File: src/rtl/ilv_slot_pkg.sv
package ilv_slot_pkg;
  localparam int unsigned VIDEO_SLOTS  = 11;
  localparam int unsigned CHROMA_SLOTS = 2;
  localparam int unsigned PATTERN_LEN  = VIDEO_SLOTS + CHROMA_SLOTS;
  localparam int unsigned IDX_W        = $clog2(PATTERN_LEN);

  typedef enum logic [1:0] {
    SLOT_VID = 2'b00,
    SLOT_U   = 2'b01,
    SLOT_V   = 2'b10
  } slot_kind_e;
endpackage

File: src/rtl/ilv_wrap_cnt.sv
module ilv_wrap_cnt #(
  parameter int unsigned MOD = 13,
  localparam int unsigned CW = (MOD > 1) ? $clog2(MOD) : 1
) (
  input  logic          clk,
  input  logic          rst_n,
  input  logic          clr,
  input  logic          ld,
  input  logic [CW-1:0] ld_val,
  input  logic          inc,
  output logic [CW-1:0] cnt,
  output logic [CW-1:0] nxt
);
  localparam logic [CW-1:0] LAST = CW'(MOD - 1);

  always_comb begin
    if (cnt == LAST) nxt = '0;
    else             nxt = cnt + CW'(1);
  end

  always_ff @(posedge clk or negedge rst_n) begin
    if (!rst_n)   cnt <= '0;
    else if (clr) cnt <= '0;
    else if (ld)  cnt <= ld_val;
    else if (inc) cnt <= nxt;
  end

  p_in_range_r2: assert property (@(posedge clk) disable iff (!rst_n)
    cnt <= LAST);
  p_step_r2: assert property (@(posedge clk) disable iff (!rst_n)
    (!clr && !ld && inc && cnt != LAST) |=> (cnt == $past(cnt) + CW'(1)));
  p_wrap_r2: assert property (@(posedge clk) disable iff (!rst_n)
    (!clr && !ld && inc && cnt == LAST) |=> (cnt == '0));
  p_clear_r7: assert property (@(posedge clk) disable iff (!rst_n)
    clr |=> (cnt == '0));
  p_load_r6: assert property (@(posedge clk) disable iff (!rst_n)
    (!clr && ld) |=> (cnt == $past(ld_val)));
endmodule

File: src/rtl/ilv_slot_dec.sv
module ilv_slot_dec
  import ilv_slot_pkg::*;
#(
  parameter int unsigned NVID = VIDEO_SLOTS,
  localparam int unsigned LEN = NVID + CHROMA_SLOTS,
  localparam int unsigned W   = $clog2(LEN)
) (
  input  logic         clk,
  input  logic         rst_n,
  input  logic [W-1:0] slot,
  input  logic [W-1:0] line,
  output slot_kind_e   kind,
  output logic         vid_we,
  output logic         u_we,
  output logic         v_we,
  output logic         ph_en
);
  localparam logic [W-1:0] U_POS = W'(NVID);
  localparam logic [W-1:0] V_POS = W'(NVID + 1);

  always_comb begin
    kind = SLOT_VID;
    if (slot == U_POS)      kind = SLOT_U;
    else if (slot == V_POS) kind = SLOT_V;
  end

  always_comb begin
    vid_we = (kind == SLOT_VID);
    u_we   = (kind == SLOT_U);
    v_we   = (kind == SLOT_V);
    ph_en  = (kind == SLOT_V) && (line == '0);
  end

  p_one_strobe_r5: assert property (@(posedge clk) disable iff (!rst_n)
    $onehot({vid_we, u_we, v_we}));
  p_no_video_on_chroma_r4: assert property (@(posedge clk) disable iff (!rst_n)
    (slot >= U_POS) |-> !vid_we);
  p_phase_on_v_r8: assert property (@(posedge clk) disable iff (!rst_n)
    ph_en |-> (v_we && line == '0));
endmodule

File: src/rtl/ilv_slot_seq.sv
module ilv_slot_seq
  import ilv_slot_pkg::*;
(
  input  logic             clk,
  input  logic             rst_n,
  input  logic             line_start,
  input  logic             field_start,
  output logic [1:0]       slot_code,
  output logic             video_we,
  output logic             u_we,
  output logic             v_we,
  output logic             scph_en,
  output logic [IDX_W-1:0] slot_idx,
  output logic [IDX_W-1:0] line_idx
);
  logic [IDX_W-1:0] line_nxt;
  logic [IDX_W-1:0] slot_nxt_unused;
  slot_kind_e       kind;

  // Line phase: cleared per field, stepped per line.
  ilv_wrap_cnt #(.MOD(PATTERN_LEN)) u_line_cnt (
    .clk    (clk),
    .rst_n  (rst_n),
    .clr    (field_start),
    .ld     (1'b0),
    .ld_val ('0),
    .inc    (line_start),
    .cnt    (line_idx),
    .nxt    (line_nxt)
  );

  // Slot phase: free-running, reloaded with the next line phase.
  ilv_wrap_cnt #(.MOD(PATTERN_LEN)) u_slot_cnt (
    .clk    (clk),
    .rst_n  (rst_n),
    .clr    (field_start),
    .ld     (line_start),
    .ld_val (line_nxt),
    .inc    (1'b1),
    .cnt    (slot_idx),
    .nxt    (slot_nxt_unused)
  );

  ilv_slot_dec #(.NVID(VIDEO_SLOTS)) u_dec (
    .clk    (clk),
    .rst_n  (rst_n),
    .slot   (slot_idx),
    .line   (line_idx),
    .kind   (kind),
    .vid_we (video_we),
    .u_we   (u_we),
    .v_we   (v_we),
    .ph_en  (scph_en)
  );

  assign slot_code = kind;

  p_line_align_r6: assert property (@(posedge clk) disable iff (!rst_n)
    (line_start && !field_start) |=> (slot_idx == line_idx));
  p_field_wins_r7: assert property (@(posedge clk) disable iff (!rst_n)
    field_start |=> (slot_idx == '0 && line_idx == '0));
endmodule

File: config.mk
export PLATFORM = sky130hd
export DESIGN_NAME = ilv_slot_seq
export DESIGN_NICKNAME = d
export VERILOG_FILES = /design/src/rtl/ilv_slot_pkg.sv /design/src/rtl/ilv_wrap_cnt.sv /design/src/rtl/ilv_slot_dec.sv /design/src/rtl/ilv_slot_seq.sv
export SDC_FILE = /design/constraint.sdc
export NUM_CORES = 1
export LEC_CHECK = 0
export BUFFER_PORTS_ARGS = -buffer_cell sky130_fd_sc_hd__buf_2
export CAP_MARGIN = 15
export CORE_AREA = 4 4 46 48
export DETAILED_ROUTE_END_ITERATION = 8
export DIE_AREA = 0 0 50 52
export GPL_TIMING_DRIVEN = 0
export PLACE_DENSITY = 0.51
export SYNTH_ARGS = -nofsm -noshare
export SYNTH_HDL_FRONTEND = slang
export SYNTH_SLANG_ARGS = --single-unit
File: constraint.sdc
create_clock -name clk -period 1.36 [get_ports clk]
set_input_delay 0.272 -clock clk [delete_from_list [all_inputs] [get_ports clk]]
set_output_delay 0.272 -clock clk [all_outputs]
set_load 0.01 [all_outputs]
==> out/metrics.yaml, run 1 <==
run_status:
  status: "finished, violations left"
  violations: "setup timing"
global_route:
  grt_max_degree: 11
  grtUsageTotal: 0.1104
  grt_pass1_wl_mm: 2.173
  antenna_found_initial: 0
  globalRouteOverflowTotal: 0
  grt_pass1_vias: 501
timing:
  whs_ns: 0.2723
  setup_ws_ns: -0.2961
  skew_ns: 0.01293
  hold_violations: 0
  relSlewSlack: 0.6588
  rsz0062_at_grt: "yes"
  setup_viol_count_final: 10
  fmax_mhz: 603.8
  drv_slew: 0
  final.period_utilization: 1.218
  worstMarginPinSlew_ns: 0.5117
  period_needed_ns: 1.656
route:
  postRouteAntennaNets: 0
  totalWireLength_mm: 1.371
  routedWlPerCell_um: 12.46
  drc: 0
  first_pass_iters: 4
  viasPerCell: 4.809
  vias: 529
  initialDrtViolationCount: 6
cells_and_area:
  layout.cells.non_filler: 110
  multi_input_area_um2: 316.6
  seqCellArea_um2: 203.9
  final_layout_size_suffix_gt1_frac: 0.6000
  fill_cells: 176
  syn_to_final_growth_pct: 65.13
  nNetsFinal: 94
  num_antenna_cells: 0
worst_setup_path:
  cp_slowest_cell: "dfrtp_2"
  path_cells: "inv_2, ha_4, and3_4, and3_4, buf_6"
  crit_path_end_kind: "output pin"
  slowest_delay_ns: 0.43
  cp_data_arrival_time_ns: 1.38
  cp_common_cell: "and3_4"
  cp-start-kind: "flip-flop"
  cp.required_ns: 1.09
  crit_type: "flip-flop to output pin"
  cp_max_fo: 4
pwr:
  max-vdd-ir-drop_mv: 0.5281
  p_leak_nw: 0.3842
  total_power_mw: 0.6143
  powerDensity_nw_per_um2: 762.4
placement:
  hpwl_um: 875
  dp.cells: 95
  place.gp.congestion: 0.7420
  io_buffers: 17
synth:
  synth_cell_types: 23
  synth-async-reset-ratio: 1.000
  ys_ff_latch: 8
  synth_edf_count: 0
  synthFlopType: "dfrtp_1"
  syn_area_per_cell_um2: 9.207
  yosys_warnings: 0
  synth_fp_nets: 61
  syn_area_um2: 488.0
  seq_area_frac_synth: 0.4103
  postSynthCellCount: 53
floorplan:
  num_rows: 15
  coreArea_um2: 1708
  start_util: 0.2857
  die_h_um: 52
  io_pins: 18
  die_area_um2: 2600
  die_w_um: 50
clock_network:
  cts_tree: "yes"
  cts_buffers: 3
  htreeDepth: 1
  cts.sinks: 8
  path_clk_slew_ns: 0.06
  clk_latency_ns: 0.26
  ctsRootBufferMaster: "clkbuf_4"
  cts_buffer_depth: 2
run:
  cap_violations: 0
worst_hold_path:
  hold_path.class: "input port to flip-flop"
-- per-layer routing --
layer | global-route usage | share of wire
met1 | 0.1226 | 0.40
met2 | 0.1957 | 0.51
met3 | 0.02579 | 0.072
met4 | 0.05530 | 0.012
met5 | 0 | 0
-- registers in the layout (all words and copies together) (netlist names) --
register,flops
u_slot_cnt.cnt,4
u_line_cnt.cnt,4
-- where the power goes --
| part | internal (mW) | leakage (nW) | switching (mW) |
|---|---|---|---|
| combinational | 0.0695 | 0.267 | 0.0731 |
| sequential | 0.253 | 0.103 | 0.0159 |
| clock | 0.113 | 0.0150 | 0.0903 |
| total | 0.435 | 0.384 | 0.179 |
-- final cells by class --
class / instances / area share
multi-input cells: 37 / 0.3929
inverters: 5 / 0.02329
well taps: 25 / 0.03882
plain buffers: 3 / 0.02329
flip-flops and latches: 8 / 0.2531
repair buffers: 28 / 0.2360
clock buffers: 4 / 0.03261
-- critical path, delay by kind of cell, from the launching register on --
kind	cells	cell delay [ns]
flops	1	0.43
simple gates	2	0.39
buf+inv	2	0.17
fa+ha+maj	1	0.13
-- cell families (layout without fill, tap and decap cells) --
family | after synthesis | after routing | share of synthesized area
AO/OA/AOI/OAI | 16 | 16 | 0.1923
AND/OR/NAND/NOR | 16 | 16 | 0.2000
flip-flops | 8 | 8 | 0.4103
buffers and inverters | 8 | 40 | 0.07689
adder cells (fa/ha/maj) | 4 | 4 | 0.1026
XOR/XNOR | 1 | 1 | 0.01795
-- placed cells by master, fill, tap and decap left out --
cell / instances
a21o_1: 1
or4_4: 1
dfrtp_1: 5
inv_1: 2
ha_1: 1
nor2_1: 1
ha_4: 1
and3_4: 2
buf_4: 10
a21oi_1: 6
o21ai_2: 1
nand2b_1: 3
buf_2: 15
xnor2_1: 1
nand3_1: 2
or3_4: 1
or2b_1: 1
or3_1: 1
a31oi_1: 2
clkbuf_1: 2
a211oi_2: 1
nand2_1: 1
buf_6: 4
dfrtp_2: 3
and3b_1: 1
and2b_2: 1
dlygate4sd3_1: 1
o21ai_1: 1
clkbuf_4: 3
o21a_1: 2
a21oi_2: 1
a31oi_4: 1
nor2_2: 1
ha_2: 2
inv_2: 3
-- repair_timing --
action,4_1_cts,5_1_grt
endpoints found under the hold margin,8,0
pin swaps,4,5
cloned,0,0
hold buffers,1,0
setup endpoints to repair,11,11
buffers inserted,8,2
gates resized for setup,8,13
-- stage by stage --
stage                     cell area (um2)  setup TNS [ns]    util  setup WS [ns]
after floorplan                     498.0        -0.02447       -       -0.01112
after global placement              614.3         -0.1582  0.3597       -0.07081
after detailed placement            614.3         -0.1766  0.3597       -0.05595
after CTS                           740.7          -1.567  0.4337        -0.2798
after global routing                805.8          -2.482  0.4718        -0.3493
final                               805.8          -1.838  0.4718        -0.2961
-- final timing paths --
path	startpoint	cells after the start	slack, ns	endpoint
worst max-delay path	u_slot_cnt.cnt[0]$_DFF_PN0_	5	-0.30	scph_en
worst min-delay path	field_start	2	0.27	u_slot_cnt.cnt[2]$_DFF_PN0_
worst max register to register	u_slot_cnt.cnt[0]$_DFF_PN0_	7	-0.21	u_slot_cnt.cnt[2]$_DFF_PN0_
worst min register to register	u_slot_cnt.cnt[0]$_DFF_PN0_	2	0.60	u_slot_cnt.cnt[0]$_DFF_PN0_
max in group asynchronous	rst_n	2	0.79	u_line_cnt.cnt[3]$_DFFE_PN0P_
min in group asynchronous	rst_n	2	0.37	u_slot_cnt.cnt[2]$_DFF_PN0_
-- synthesized netlist by cell type (all sizes together) (2+ instances only) --
cell type | instances | share of area
a21oi | 7 | 0.072
a31oi | 3 | 0.038
and3 | 2 | 0.026
buf | 2 | 0.031
dfrtp | 8 | 0.41
ha | 4 | 0.10
inv | 5 | 0.038
nand2b | 3 | 0.038
nand3 | 2 | 0.021
nor2 | 2 | 0.015
o21a | 2 | 0.031
o21ai | 2 | 0.021
or3 | 2 | 0.026
No activity file was read; power rests on OpenSTA's default activity.
==> run 2, diff against run 1 <==
Settings changed: CORE_AREA 4 4 46 48 to 4 4 41 43, DIE_AREA 0 0 50 52 to 0 0 45 47, PLACE_DENSITY 0.51 to default, PLACE_DENSITY_LB_ADDON from default to 0.08, SLEW_MARGIN from default to 20.
==> run 2 against run 1 <==
Against the previous run:
- the run still ends with setup timing left
- via count is 9.8% lower
- global-route usage up 1.3 points
- power shrank 7.0%
- flip-flop and latch count unchanged
- worst hold slack improved by 0.020 ns
- non-clock buffer count decreased by 4
- wire length fell by 17%
- critical path depth stayed put
- first-iteration DRC count is 33% lower
- count of clock-buffer cells in the layout shrank 1
- critical path type unchanged
==> out/metrics.yaml, run 2 (synthesized netlist as in run 1, its figures left out) <==
route:
  routedWlPerCell_um: 12.00  # -3.7%
  totalWireLength_mm: 1.140  # -17%
  initialDrtViolationCount: 4  # -2
  vias: 477  # -9.8%
  routed.top_layer: "met4"
  viasPerCell: 5.021  # +4.4%
  met3_length_um: 82  # -17%
  postRouteAntennaNets: 0  # unchanged
  first_pass_iters: 2  # -2
  dr_wl_met2_um: 552  # -21%
  drc: 0  # unchanged
  drt-met1-wl_um: 491  # -11%
floorplan:
  start_util: 0.3750  # +0.08929
  die_w_um: 45  # -10%
  coreArea_um2: 1301  # -24%
  num_rows: 13  # -2
  die_h_um: 47  # -9.6%
  die_area_um2: 2115  # -19%
  io_pins: 18  # unchanged
pwr:
  max-vdd-ir-drop_mv: 0.5260  # -0.41%
  powerDensity_nw_per_um2: 794.3  # +4.2%
  p_leak_nw: 0.3631  # -5.5%
global_route:
  antenna_found_initial: 0  # unchanged
  globalRouteOverflowTotal: 0  # unchanged
  grt_max_degree: 11  # unchanged
  grt_pass1_vias: 456  # -9.0%
  grt_pass1_wl_mm: 1.911  # -12%
  grtUsageTotal: 0.1233  # +0.01288
worst_setup_path:
  cp_data_arrival_time_ns: 1.38  # about the same
  slowest_delay_ns: 0.42  # about the same
  reg2reg_slack_ns: -0.11  # +0.10 ns
  path_cells: "inv_1, ha_2, and3_4, and3_1, buf_2"
  r2r-end: "u_slot_cnt.cnt[0]$_DFF_PN0_"
  r2r_cells: 6  # -1
  cp.required_ns: 1.09  # about the same
  r2r-start: "u_slot_cnt.cnt[1]$_DFF_PN0_"
  crit_type: "flip-flop to output pin"
  cp_max_fo: 5  # +1
  cp_slowest_cell: "dfrtp_1"
  crit_path_end_kind: "output pin"
  cp-start-kind: "flip-flop"
cells_and_area:
  fill_cells: 135  # -23%
  nNetsFinal: 90  # -4.3%
  syn_to_final_growth_pct: 47.44
  mostFrequentLayoutCells: "buf_2 (15), buf_4 (8), a21oi_1 (6), dfrtp_1 (6)"
  num_antenna_cells: 0  # unchanged
  final_layout_size_suffix_gt1_frac: 0.4875  # -0.1125
  reg.largest.list: "u_line_cnt.cnt (4), u_slot_cnt.cnt (4)"
  stdcell_area_um2: 719.4  # -11%
  final_common_cell: "buf_2"
timing:
  final.period_utilization: 1.215  # -0.003036
  period_needed_ns: 1.652  # -0.004129 ns
  final.setup.tns_ns: -1.545  # +0.2932 ns
  setup_ws_ns: -0.2919  # +0.004129 ns
  worstMarginPinSlew_ns: 0.4337  # -0.07807 ns
  hold_violations: 0  # unchanged
  skew_ns: 0.002103  # -0.01083 ns
  relSlewSlack: 0.7109  # +0.05205
  whs_ns: 0.2919  # +0.01962 ns
  rsz0062_at_grt: "yes"
  setup_viol_count_final: 8  # -2
  fmax_mhz: 605.3  # +0.25%
  drv_slew: 0  # unchanged
clock_network:
  path_clk_slew_ns: 0.05  # about the same
  ctsRootBufferMaster: "clkbuf_4"
  clk_latency_ns: 0.25  # about the same
  htreeDepth: 1  # unchanged
  cts_buffer_depth: 2  # unchanged
  cts_buffers: 3  # unchanged
  cts.sinks: 8  # unchanged
  cts_tree: "yes"
placement:
  hpwl_um: 828  # -5.4%
  place.gp.congestion: 0.6874  # -7.4%
  io_buffers: 17  # unchanged
  dpl_cell_area_um2: 601.8  # -2.0%
  place_ws_ns: -0.05738  # -0.001437 ns
worst_hold_path:
  hold_path.class: "input port to flip-flop"
  min_to: "u_slot_cnt.cnt[0]$_DFF_PN0_"
  hold_depth: 2  # unchanged
  min_from: "field_start"
run_status:
  status: "finished, violations left"
  violations: "setup timing"
run:
  cap_violations: 0  # unchanged
-- run 2: power breakdown --
| group | switching (mW) | internal (mW) | total, mW | leakage, nW |
|---|---|---|---|---|
| Sequential | 0.0149 | 0.253 | 0.267 | 0.104 |
| Clock | 0.0786 | 0.101 | 0.179 | 0.0138 |
| Combinational | 0.0650 | 0.0596 | 0.125 | 0.245 |
-- run 2: layout make-up --
class | instances | area (um2) | share of cell area
Clock buffer | 3 | 22.52 | 0.03130
Multi-Input combinational cell | 37 | 285.3 | 0.3965
Tap cell | 15 | 18.77 | 0.02609
Buffer | 3 | 18.77 | 0.02609
Timing Repair Buffer | 24 | 152.6 | 0.2122
Sequential cell | 8 | 202.7 | 0.2817
Inverter | 5 | 18.77 | 0.02609
-- run 2: worst max path at each step --
| stage | from | end | slack [ns] | depth (start not counted) |
|---|---|---|---|---|
| 3_3_place_gp | u_line_cnt.cnt[1]$_DFFE_PN0P_ | u_slot_cnt.cnt[3]$_DFF_PN0_ | -0.05 | 4 |
| 6_report | u_slot_cnt.cnt[1]$_DFF_PN0_ | scph_en | -0.29 | 5 |
| 2_1_floorplan | u_line_cnt.cnt[1]$_DFFE_PN0P_ | u_slot_cnt.cnt[3]$_DFF_PN0_ | -0.01 | 4 |
| 3_5_place_dp | u_slot_cnt.cnt[0]$_DFF_PN0_ | scph_en | -0.06 | 5 |
| 5_1_grt | u_slot_cnt.cnt[1]$_DFF_PN0_ | scph_en | -0.40 | 5 |
| 4_1_cts | u_slot_cnt.cnt[1]$_DFF_PN0_ | scph_en | -0.31 | 5 |
-- run 2: per-stage QoR --
step | std cells | power [mW] | util
global route | 95 | 0.6110 | 0.5529
floorplan | 53 | 0.3304 | -
global placement | 85 | 0.3717 | 0.4625
CTS | 95 | 0.5696 | 0.5365
detailed placement | 85 | 0.3718 | 0.4625
finish | 95 | 0.5715 | 0.5529
-- run 2: layer usage --
layer | track usage | vias up
met5 | 0 | -
met1 | 0.1485 | 218
met2 | 0.2203 | 17
met4 | 0.03509 | 0
met3 | 0.02682 | 2
li1 | - | 240
-- run 2: worst max-delay path: cells and delay by family, from the launching register on --
kind                     cells  cell delay (ns)
buffers and inverters        2             0.19
flip-flops                   1             0.42
adder cells (fa/ha/maj)      1             0.17
AND/OR/NAND/NOR              2             0.35
-- run 2: repair_timing --
| item | 4_1_cts | 5_1_grt |
|---|---|---|
| cloned | 0 | 0 |
| pin swaps | 5 | 2 |
| endpoints found under the setup margin | 10 | 11 |
| hold buffers | 1 | 0 |
| resized for setup | 4 | 6 |
| endpoints found under the hold margin | 8 | 0 |
| setup buffers | 6 | 0 |
==> run 3, diff against run 2 <==
Settings changed: CORE_AREA 4 4 41 43 to 2 2 39 41, DIE_AREA 0 0 45 47 to 0 0 41 43.
==> run 3 against run 2 <==
Against the previous run:
- the run still ends with setup timing left
- fmax down 1.5%
- via count up 4.8%
- final cell count up 4.2%
- sequential power about the same
- count of clock-buffer cells in the layout up 1
- worst hold slack worse by 0.018 ns
- critical path type unchanged
- largest power group unchanged
==> out/metrics.yaml, run 3 (synthesized netlist as in run 1, its figures left out) <==
timing:
  final.period_utilization: 1.233  # +0.01837
  rsz0062_at_grt: "yes"
  worstMarginPinSlew_ns: 0.4974  # +0.06375 ns
  hold_violations: 0  # unchanged
  fmax_mhz: 596.3  # -1.5%
  setup_ws_ns: -0.3169  # -0.02499 ns
  period_needed_ns: 1.677  # +0.02499 ns
  setup_viol_count_final: 9  # +1
  relSlewSlack: 0.6684  # -0.04250
  whs_ns: 0.2735  # -0.01844 ns
  skew_ns: 0.01266  # +0.01056 ns
  drv_slew: 0  # unchanged
cells_and_area:
  fill_cells: 145  # +7.4%
  nNetsFinal: 92  # +2.2%
  final_common_cell: "buf_2"
  reg.largest.list: "u_line_cnt.cnt (4), u_slot_cnt.cnt (4)"
  num_antenna_cells: 0  # unchanged
  syn_to_final_growth_pct: 59.23
  final_layout_size_suffix_gt1_frac: 0.5904  # +0.1029
  layout.cells.non_filler: 99  # +4.2%
  mostFrequentLayoutCells: "buf_2 (14), buf_4 (10), a21oi_1 (5), dfrtp_1 (5)"
global_route:
  grt_pass1_vias: 457  # +0.22%
  grtUsageTotal: 0.1769  # +0.05364
  globalRouteOverflowTotal: 0  # unchanged
  grt_max_degree: 11  # unchanged
  antenna_found_initial: 0  # unchanged
  grt_pass1_wl_mm: 2.001  # +4.7%
clock_network:
  cts_tree: "yes"
  htreeDepth: 1  # unchanged
  path_clk_slew_ns: 0.07  # +0.02 ns
  cts.sinks: 8  # unchanged
  cts_buffers: 3  # unchanged
  clk_latency_ns: 0.27  # +0.02 ns
  ctsRootBufferMaster: "clkbuf_4"
  cts_buffer_depth: 2  # unchanged
pwr:
  power_frac_seq: 0.440  # -0.028
  total_power_mw: 0.6131  # +7.3%
  internal_power_mw: 0.4302  # +4.2%
  sw_frac_of_total: 0.2983  # +0.02098
  combPwrFrac: 0.219  # about the same
  max-vdd-ir-drop_mv: 0.4631  # -12%
  powerDensity_nw_per_um2: 789.1  # -0.66%
  power_frac_clock: 0.341  # +0.027
  p_sw_mw: 0.1829  # +15%
  p_leak_nw: 0.3701  # +1.9%
placement:
  place.gp.congestion: 0.7379  # +7.3%
  place_ws_ns: -0.09569  # -0.03831 ns
  dp.cells: 86  # +1.2%
  io_buffers: 17  # unchanged
  hpwl_um: 820.3  # -0.93%
floorplan:
  coreArea_um2: 1384  # +6.3%
  die_w_um: 41  # -8.9%
  num_rows: 14  # +1
  io_pins: 18  # unchanged
  die_area_um2: 1763  # -17%
  die_h_um: 43  # -8.5%
  start_util: 0.3526  # -0.02238
worst_setup_path:
  cp.required_ns: 1.09  # about the same
  r2r_cells: 5  # -1
  slowest_delay_ns: 0.43  # about the same
  path_cells: "ha_1, and3b_2, buf_4, buf_2"
  crit_path_end_kind: "output pin"
  cp_max_fo: 4  # -1
  cp_data_arrival_time_ns: 1.40  # +0.02 ns
  r2r-start: "u_slot_cnt.cnt[1]$_DFF_PN0_"
  cp_slowest_cell: "dfrtp_2"
  crit_type: "flip-flop to output pin"
  cp-start-kind: "flip-flop"
  r2r-end: "u_slot_cnt.cnt[2]$_DFF_PN0_"
  reg2reg_slack_ns: -0.05  # +0.06 ns
route:
  initialDrtViolationCount: 13  # +9
  drc: 0  # unchanged
  totalWireLength_mm: 1.288  # +13%
  routedWlPerCell_um: 13.01  # +8.4%
  vias: 500  # +4.8%
  first_pass_iters: 4  # +2
  viasPerCell: 5.051  # +0.59%
  postRouteAntennaNets: 0  # unchanged
worst_hold_path:
  hold_path.class: "input port to flip-flop"
  min_from: "field_start"
  hold_depth: 2  # unchanged
  min_to: "u_slot_cnt.cnt[0]$_DFF_PN0_"
run:
  cap_violations: 0  # unchanged
run_status:
  status: "finished, violations left"
  violations: "setup timing"
==> run 3: worst max path at each step <==
stage	startpoint	end
floorplan	u_line_cnt.cnt[1]$_DFFE_PN0P_	u_slot_cnt.cnt[3]$_DFF_PN0_
global placement	u_slot_cnt.cnt[0]$_DFF_PN0_	scph_en
detailed placement	u_slot_cnt.cnt[0]$_DFF_PN0_	scph_en
CTS	u_slot_cnt.cnt[1]$_DFF_PN0_	scph_en
global route	u_slot_cnt.cnt[1]$_DFF_PN0_	scph_en
finish	u_slot_cnt.cnt[0]$_DFF_PN0_	slot_code[0]
==> run 3: layer usage <==
layer / vias to the layer above / part of all wire / track usage / wire (um)
met1: 236 / 0.43 / 0.2138 / 548
li1: 242 / - / - / -
met3: 7 / 0.056 / 0.09424 / 72
met5: - / 0 / 0 / 0
met4: 0 / 0.030 / 0.08000 / 38
met2: 15 / 0.49 / 0.2500 / 628
==> run 3: worst max-delay path: cells and delay by family, from the launching register on <==
kind	cells	cell delay, ns
fa+ha+maj	1	0.22
buf+inv	2	0.25
flops	1	0.43
simple gates	1	0.23
==> run 3: metrics by stage <==
step	setup TNS, ns	util	area (um2)
after global routing	-2.252	0.5615	777.0
after floorplan	-0.02447	-	498.0
final	-1.636	0.5615	777.0
after global placement	-0.2276	0.4358	603.1
after detailed placement	-0.3184	0.4358	603.1
after CTS	-1.620	0.5353	740.7
==> run 3: cell type report <==
class	count	area [um2]	area share
repair buffers	26	173.9	0.2238
plain buffers	3	18.77	0.02415
flip-flops and latches	8	203.9	0.2625
clock buffers	4	26.28	0.03382
well taps	16	20.02	0.02576
inverters	5	18.77	0.02415
multi-input cells	37	315.3	0.4058
==> run 3: power by group through the flow <==
stage                     registers (mW)  logic, mW  clock network [mW]
after floorplan                    0.280     0.0508                   0
after global placement             0.277     0.0946                   0
after CTS                          0.269      0.128               0.211
final                              0.270      0.134               0.209
after global routing               0.273      0.154               0.228
after detailed placement           0.276     0.0954                   0
==> run 3: what timing repair did <==
item	in CTS	in global routing
setup buffers	6	2
pin swaps	6	3
gates resized for setup	13	7
hold buffers	1	0
endpoints found under the hold margin	8	0
setup endpoints to repair	11	11
